===== config.mk =====
export PLATFORM = sky130hd
export DESIGN_NAME = regbank_addr_unit
export DESIGN_NICKNAME = d
export VERILOG_FILES = /design/src/rtl/addr_pkg.sv /design/src/rtl/bank_map.sv /design/src/rtl/bit_map.sv /design/src/rtl/stack_ptr.sv /design/src/rtl/regbank_addr_unit.sv
export SDC_FILE = /design/constraint.sdc
export NUM_CORES = 1
export LEC_CHECK = 0
export ABC_AREA = 1
export BUFFER_PORTS_ARGS = -buffer_cell sky130_fd_sc_hd__buf_2
export CORE_MARGIN = 3
export CORE_UTILIZATION = 39
export DETAILED_ROUTE_END_ITERATION = 10
export PLACE_DENSITY = 0.64
export RECOVER_POWER = 100
export SETUP_SLACK_MARGIN = 0.1
export SLEW_MARGIN = 20
export SYNTH_ARGS = -nofsm -noshare
export SYNTH_HDL_FRONTEND = slang
export SYNTH_SLANG_ARGS = --single-unit

===== constraint.sdc =====
create_clock -name clk -period 2.2 [get_ports clk]
set_input_delay 0.33 -clock clk [delete_from_list [all_inputs] [get_ports clk]]
set_output_delay 0.33 -clock clk [all_outputs]
set_load 0.05 [all_outputs]

===== src/rtl/addr_pkg.sv =====
package addr_pkg;

    localparam int AW    = 8;
    localparam int POS_W = 3;

    typedef enum logic [3:0] {
        OP_NOP  = 4'd0,
        OP_REG  = 4'd1,
        OP_DIR  = 4'd2,
        OP_IND  = 4'd3,
        OP_BIT  = 4'd4,
        OP_PUSH = 4'd5,
        OP_POP  = 4'd6,
        OP_CALL = 4'd7,
        OP_RET  = 4'd8
    } op_t;

    typedef struct packed {
        logic [AW-1:0]    first;
        logic [AW-1:0]    second;
        logic [POS_W-1:0] pos;
    } addr_res_t;

    function automatic op_t decode_op(input logic [3:0] raw);
        if (raw > 4'd8) return OP_NOP;
        return op_t'(raw);
    endfunction

endpackage


===== src/rtl/bank_map.sv =====
module bank_map
    import addr_pkg::*;
#(
    parameter int BANK_BITS = 2,
    parameter int IDX_BITS  = 3
) (
    input  logic [BANK_BITS-1:0] bank,
    input  logic [IDX_BITS-1:0]  idx,
    input  logic [AW-1:0]        r0,
    input  logic [AW-1:0]        r1,
    output logic [AW-1:0]        reg_addr,
    output logic [AW-1:0]        ind_addr
);
    localparam int PAD = AW - BANK_BITS - IDX_BITS;

    generate
        if (PAD > 0) begin : g_pad
            assign reg_addr = {{PAD{1'b0}}, bank, idx};
        end else begin : g_nopad
            assign reg_addr = AW'({bank, idx});
        end
    endgenerate

    // Only the lowest index bit chooses the pointer register.
    assign ind_addr = idx[0] ? r1 : r0;
endmodule


===== src/rtl/bit_map.sv =====
module bit_map
    import addr_pkg::*;
#(
    parameter logic [AW-1:0] BIT_BASE = 8'h20
) (
    input  logic [AW-1:0]    bit_addr,
    output logic [AW-1:0]    byte_addr,
    output logic [POS_W-1:0] pos
);
    assign pos = bit_addr[POS_W-1:0];

    always_comb begin
        if (bit_addr[AW-1]) begin
            byte_addr = {bit_addr[AW-1:POS_W], {POS_W{1'b0}}};
        end else begin
            byte_addr = BIT_BASE + (bit_addr >> POS_W);
        end
    end
endmodule


===== src/rtl/stack_ptr.sv =====
module stack_ptr
    import addr_pkg::*;
#(
    parameter logic [AW-1:0] SP_RST = 8'h07
) (
    input  logic          clk,
    input  logic          rst,
    input  op_t           op,
    output logic [AW-1:0] sp,
    output logic [AW-1:0] sp_p1,
    output logic [AW-1:0] sp_p2,
    output logic [AW-1:0] sp_m1
);
    logic [AW-1:0] sp_q, sp_n;

    assign sp    = sp_q;
    assign sp_p1 = sp_q + AW'(1);
    assign sp_p2 = sp_q + AW'(2);
    assign sp_m1 = sp_q - AW'(1);

    always_comb begin
        unique case (op)
            OP_PUSH: sp_n = sp_p1;
            OP_POP:  sp_n = sp_m1;
            OP_CALL: sp_n = sp_p2;
            OP_RET:  sp_n = sp_q - AW'(2);
            default: sp_n = sp_q;
        endcase
    end

    always_ff @(posedge clk) begin
        if (rst) sp_q <= SP_RST;
        else     sp_q <= sp_n;
    end

    a_r1_sp_reset: assert property (@(posedge clk) rst |=> sp_q == SP_RST);
    a_r7_push_step: assert property (@(posedge clk) disable iff (rst)
        op == OP_PUSH |=> sp_q == $past(sp_q) + AW'(1));
    a_r8_pop_step: assert property (@(posedge clk) disable iff (rst)
        op == OP_POP |=> sp_q == $past(sp_q) - AW'(1));
    a_r9_call_step: assert property (@(posedge clk) disable iff (rst)
        op == OP_CALL |=> sp_q == $past(sp_q) + AW'(2));
    a_r10_ret_step: assert property (@(posedge clk) disable iff (rst)
        op == OP_RET |=> sp_q == $past(sp_q) - AW'(2));
    a_r12_sp_hold: assert property (@(posedge clk) disable iff (rst)
        !(op inside {OP_PUSH, OP_POP, OP_CALL, OP_RET}) |=> $stable(sp_q));
endmodule


===== src/rtl/regbank_addr_unit.sv =====
module regbank_addr_unit
    import addr_pkg::*;
#(
    parameter int              BANK_BITS = 2,
    parameter int              IDX_BITS  = 3,
    parameter logic [AW-1:0]   BIT_BASE  = 8'h20,
    parameter logic [AW-1:0]   SP_RST    = 8'h07
) (
    input  logic                 clk,
    input  logic                 rst,
    input  logic [3:0]           op,
    input  logic [BANK_BITS-1:0] bank_sel,
    input  logic [IDX_BITS-1:0]  reg_idx,
    input  logic [AW-1:0]        addr_in,
    input  logic [AW-1:0]        r0_val,
    input  logic [AW-1:0]        r1_val,
    output logic [AW-1:0]        addr_o,
    output logic [AW-1:0]        addr2_o,
    output logic [POS_W-1:0]     bit_pos_o,
    output logic [AW-1:0]        sp_o
);
    op_t           op_d;
    logic [AW-1:0] reg_addr, ind_addr, bit_byte;
    logic [POS_W-1:0] bit_pos;
    logic [AW-1:0] sp, sp_p1, sp_p2, sp_m1;
    addr_res_t     res;

    assign op_d = decode_op(op);

    bank_map #(.BANK_BITS(BANK_BITS), .IDX_BITS(IDX_BITS)) u_bank (
        .bank(bank_sel), .idx(reg_idx), .r0(r0_val), .r1(r1_val),
        .reg_addr(reg_addr), .ind_addr(ind_addr)
    );

    bit_map #(.BIT_BASE(BIT_BASE)) u_bit (
        .bit_addr(addr_in), .byte_addr(bit_byte), .pos(bit_pos)
    );

    stack_ptr #(.SP_RST(SP_RST)) u_sp (
        .clk(clk), .rst(rst), .op(op_d), .sp(sp),
        .sp_p1(sp_p1), .sp_p2(sp_p2), .sp_m1(sp_m1)
    );

    always_comb begin
        res = '0;
        unique case (op_d)
            OP_REG:  res.first = reg_addr;
            OP_DIR:  res.first = addr_in;
            OP_IND:  res.first = ind_addr;
            OP_BIT:  begin res.first = bit_byte; res.pos = bit_pos; end
            OP_PUSH: res.first = sp_p1;
            OP_POP:  res.first = sp;
            OP_CALL: begin res.first = sp_p1; res.second = sp_p2; end
            OP_RET:  begin res.first = sp;    res.second = sp_m1; end
            default: res = '0;
        endcase
    end

    assign addr_o    = res.first;
    assign addr2_o   = res.second;
    assign bit_pos_o = res.pos;
    assign sp_o      = sp;

    a_r2_reg_low32: assert property (@(posedge clk) disable iff (rst)
        op_d == OP_REG |-> addr_o < 8'h20 && bit_pos_o == '0);
    a_r5_bit_window: assert property (@(posedge clk) disable iff (rst)
        (op_d == OP_BIT && !addr_in[AW-1]) |-> (addr_o >= 8'h20 && addr_o <= 8'h2F));
    a_r9_call_pair: assert property (@(posedge clk) disable iff (rst)
        op_d == OP_CALL |-> addr2_o == addr_o + AW'(1));
endmodule


* Word-level counts from Yosys, hierarchy flattened
Cells that the tools add are included.
** Cells by class
- Add/sub/neg operators :: 5
- $mul :: 0
- Div/mod/pow operators :: 0
- $lt $le $gt $ge :: 1
- Equality and inequality tests :: 8
- Shift operators :: 0
- Multiplexer cells :: 9
- Bitwise gates (word level) :: 0
- Reduce and logical (&&, ||, !) cells :: 3
** Operators with widths (number)
- one-hot mux 8 bit (6 select lines) :: 1
- one-hot mux 8 bit (4 select lines) :: 1
- equality test 4 x 3 -> 1 bit (second input constant) :: 4
- two-way mux 8 bit :: 2
- one-hot mux 8 bit (2 select lines) :: 1
- adder 8 x 1 -> 8 bit (second input constant) :: 1
- adder 8 x 2 -> 8 bit (second input constant) :: 1
- equality test 4 x 2 -> 1 bit (second input constant) :: 2
- two-way mux 4 bit :: 2
- subtractor 8 x 1 -> 8 bit (second input constant) :: 1
- subtractor 8 x 2 -> 8 bit (second input constant) :: 1
- adder 6 x 5 -> 7 bit (first input constant) :: 1
- equality test 4 x 1 -> 1 bit (second input constant) :: 1
- equality test 4 bit (second input constant) :: 1
- > comparator 4 bit (second input constant) :: 1
- nonzero test 4 bit :: 1
- OR reduction 2 bit :: 2
- two-way mux 3 bit :: 1
- two-way mux 1 bit :: 1
** Storage, ports and cells
- Bits in registers :: 8
- Latch bits :: 0
- RAM bits :: 0
- Bits in read-only memories :: 0
- Input bits :: 35
- Output and inout port bits :: 27
- Logic and storage cells :: 27
- Memories kept :: 0

* Longest topological paths before layout
- Word-level depth :: 6
- Gate-level depth with buffers :: 10

* Modules after synthesis
A second synthesis with hierarchy kept.
** Second synthesis, totals
- Cells, all modules :: 384
- Area, all modules :: 1991.9 um2
** By module, submodules not included
- stack_ptr :: times used 1, cells an instance 176, area an instance 1072.3 um2, seq. area each 160.2 um2
- regbank_addr_unit :: times used 1, cells an instance 153, area an instance 653.1 um2, seq. area each 0.0 um2
- bank_map :: times used 1, cells an instance 35, area an instance 168.9 um2, seq. area each 0.0 um2
- bit_map :: times used 1, cells an instance 20, area an instance 97.6 um2, seq. area each 0.0 um2

* Least setup slack after synthesis
Ideal clock, no wire load.
- Kind :: register to output
- From :: register u_sp.sp_q[1], in the netlist u_sp.sp[1]
- To :: output port addr2_o[2]
- Data arrival time :: 2196 ps
- Slack :: -326 ps
- Cell stages (with the launch flop) :: 5
- Path buffers :: 0
- Cell sequence :: dfxtp_1 inv_1 ha_1 xnor2_1 o22ai_1
** Between the ends
- Word-level cells in the longest chain between the ends :: 2
- Elaborated cells on any way between the ends :: 3
- Those cells by class :: add/sub: 2; mux: 1
** Ends and longest elaborated chain
- start: declaration :: RTL line stack_ptr.sv:14 : logic [AW-1:0] sp_q, sp_n;
- start signal: assignment :: RTL line stack_ptr.sv:33 : else sp_q <= sp_n;
- subtractor 8 x 1 -> 8 bit or adder 8 x 2 -> 8 bit (tied branches) :: RTL line stack_ptr.sv:19, stack_ptr.sv:18
- one-hot mux 8 bit (2 select lines) (*) :: RTL line regbank_addr_unit.sv:46 : unique case (op_d)
- end: declaration :: RTL line regbank_addr_unit.sv:18 : output logic [AW-1:0] addr2_o,
Mark *: on every way between the ends. The rest lies on a longest branch, timed or not.

* Worst setup path in the final report
- From :: register u_sp.sp_q[2], in the netlist u_sp.sp[2]
- To :: output port addr_o[3]
** Between the ends
- Word-level cells in the longest chain between the ends :: 2
** Ends and longest elaborated chain
- adder 8 x 1 -> 8 bit :: RTL line stack_ptr.sv:17 : assign sp_p1 = sp_q + AW'(1);
- one-hot mux 8 bit (6 select lines) :: RTL line regbank_addr_unit.sv:46
- end: declaration :: RTL line regbank_addr_unit.sv:17 : output logic [AW-1:0] addr_o,
Every way passes these cells.

==> out/results.txt <==
Final Slew Violations: 0
Avg WL per Cell: 12.4 um
crit path kind: reg2out
RSZ-0062 raised after global routing: yes
1st-pass router iterations: 5
dpl hpwl: 4.08 mm
Startpoint Class: flip-flop
first-pass GRT wire length: 8.29 mm
Chip Height: 67.7 um
filler instances: 386
delay-heaviest family, CP: flip-flops
GP Congestion: 0.901
die width: 67.7 um
Lkg Pwr: 1.10 nW
antenna cells: 0
CTS sink cnt: 8
worst hold margin: 0.303 ns
P per Cell Area: 424 nW/um^2
Hold Vio Cnt, Final: 0
met1 WL: 2.31 mm
worst endpoint required time: 1.87 ns
Routed WL: 5.05 mm
Design Power: 0.827 mW
Arr. time, crit path: 1.76 ns
syn nets: 336
Max VDD drop: 276 uV
Layout area overhead: 31.6%
row count: 21
Largest register FFs: 8
CP max-delay cell: dfxtp_2
Hold WC Path Type: in2reg
Overflow after GRT: 0
Sequential Power Share: 23.3%
total track usage: 23.2%
vias in the first global route: 1816
initial core utilization: 42.4%
average size of a mapped cell: 5.01 um^2
final setup violation count: 0
Seq/Total Area, Yosys: 10.8%
Port Buffers: 61
clk_skew: 0.00125 ns
Slew HR: 58.8%
outcome: finished clean
Seq. cell area: 170 um^2
Synth Instances: 296
Final ANT Viol Nets: 0
Longest Clk Path Bufs: 2
final worst path period share: 95.1%
CTS Buf Count: 3
num ports: 62
P_int: 0.416 mW
Routed met2 length: 2.49 mm
Sw Share: 49.7%
vias: 2096
largest net degree at the start of global routing: 14
Die ar.: 4580 um^2
Cell Chain, Critical Path: ha_1 -> nand2_1 -> xor2_1 -> nor2_1 -> a21oi_1 -> nand4_1 -> buf_2
layout cells sized above 1: 23.4%
TNS Setup: 0 ns
Max-cap violations: 0
Residual DRC: 0
CP Capture Type: primary output
switching power: 0.411 mW
crit path max fanout: 8
area occupied by multi-input gates: 1190 um^2
CP max stage delay: 0.40 ns
root buffer cell: clkbuf_8
worst path bufs/invs: 1
Ys Warns: 0
Distinct cells, synth: 25
measured slew at the worst slew-check pin: 0.621 ns
#FFs+latches synth: 8
Avg Vias per Cell: 5.12
crit path time final: 2.09 ns
clock power share: 23.9%
H-tree levels: 1
nets@finish: 404
Gate power share: 52.8%
CTS tree: yes
DRT iter0 DRCs: 157
Skew-Pair Late Insertion Delay: 0.23 ns
# hold bufs at CTS: 0
CTS clock-pin slew for the worst setup and hold paths: 0.05 ns
Max Clk Rate: 478 MHz
top routing layer used: met3
Cell Area, Synth: 1480 um^2
area of the core: 3490 um^2
Met3 Routed Length: 248 um
initial antenna violation count: 0
layout by cell type, fill, tap and decap left out, types with 3 or more instances in the layout:
cell and n:
buf_2 36, nand2_1 108, inv_1 28, xor2_1 3
inv_2 4, ha_1 4, clkbuf_8 3, nor2_2 4
o21ai_0 12, buf_4 11, clkbuf_2 9, o21ai_1 7
nand3_1 39, a21oi_1 13, nand4_1 9, clkbuf_1 13
dfxtp_2 5, nor2_1 36
power groups by stage:
stage	combinational [mW]	clock, mW	sequential [mW]
finish	0.436	0.198	0.193
global route	0.480	0.209	0.196
CTS	0.431	0.197	0.192
detailed placement	0.427	0	0.195
global placement	0.427	0	0.195
floorplan	0.280	0	0.219
path summary, 6_finish.rpt:
check             startpoint         end  slack (ns)  cells after the start
hold reg to reg   u_sp.sp[3]  u_sp.sp[3]        0.64                      2
setup reg to reg  u_sp.sp[1]  u_sp.sp[7]        0.63                     10
setup / recovery  u_sp.sp[2]   addr_o[3]        0.11                      7
hold / removal           rst  u_sp.sp[0]        0.30                      3
cells by family (layout without fill, tap and decap cells):
group,count (synthesis),after routing,synth area share [%]
and+or+nand+nor,201,201,57.4
buffers and inverters,39,106,10.7
AOI/OAI and AO/OA,38,38,13.8
DFF,8,8,10.8
adders and majority gates,5,5,4.22
xor gates and xnor gates,4,4,2.36
muxes,1,1,0.675
cell type report:
cell class              instances  area share, %
clock buffers                   4           2.31
inverters                      33           6.54
multi-input cells             249           61.0
flip-flops and latches          8           8.72
well taps                      46           2.95
repair buffers                 69           18.5
cell usage after synthesis, drive strengths merged:
master / n / share of area, %
a21oi: 14 / 5.0
a22oi: 1 / 0.51
buf: 5 / 2.1
clkbuf: 1 / 0.25
dfxtp: 8 / 11
ha: 5 / 4.2
inv: 33 / 8.4
mux2i: 1 / 0.68
nand2: 109 / 28
nand3: 41 / 15
nand4: 9 / 3.8
nor2: 40 / 11
o2111ai: 1 / 0.59
o211ai: 1 / 0.51
o21ai: 19 / 6.4
o22ai: 2 / 0.84
or2: 2 / 0.84
xnor2: 1 / 0.59
xor2: 3 / 1.8
stage by stage:
stage | instances | instance area (um^2) | setup WS (ns) | utilization (%)
detailed placement | 403 | 1880 | 0.261 | 53.9
global route | 409 | 1950 | 0.0300 | 55.8
floorplan | 296 | 1510 | 0.139 | -
global placement | 403 | 1880 | 0.270 | 53.9
CTS | 407 | 1940 | 0.103 | 55.5
finish | 409 | 1950 | 0.108 | 55.8
worst reg2reg max path, delay by kind of cell (launching register included):
kind / cells / cell delay (ns)
and+or+nand+nor: 8 / 0.69
buffers and inverters: 1 / 0.16
adders and majority gates: 1 / 0.23
DFF: 1 / 0.38
layer usage:
metal	track usage, %	vias to the layer above
met5	0	-
li1	-	1097
met1	32.0	946
met4	2.78	0
met2	38.5	53
met3	3.99	0
what timing repair did:
item,CTS,global route
gates resized for setup,5,12
gates cloned,0,0
endpoints found under the hold margin,0,0
endpoints found under the setup margin,3,9
pin swaps,0,1
setup buffers,0,2
No activity file was read; power rests on OpenSTA's default activity.
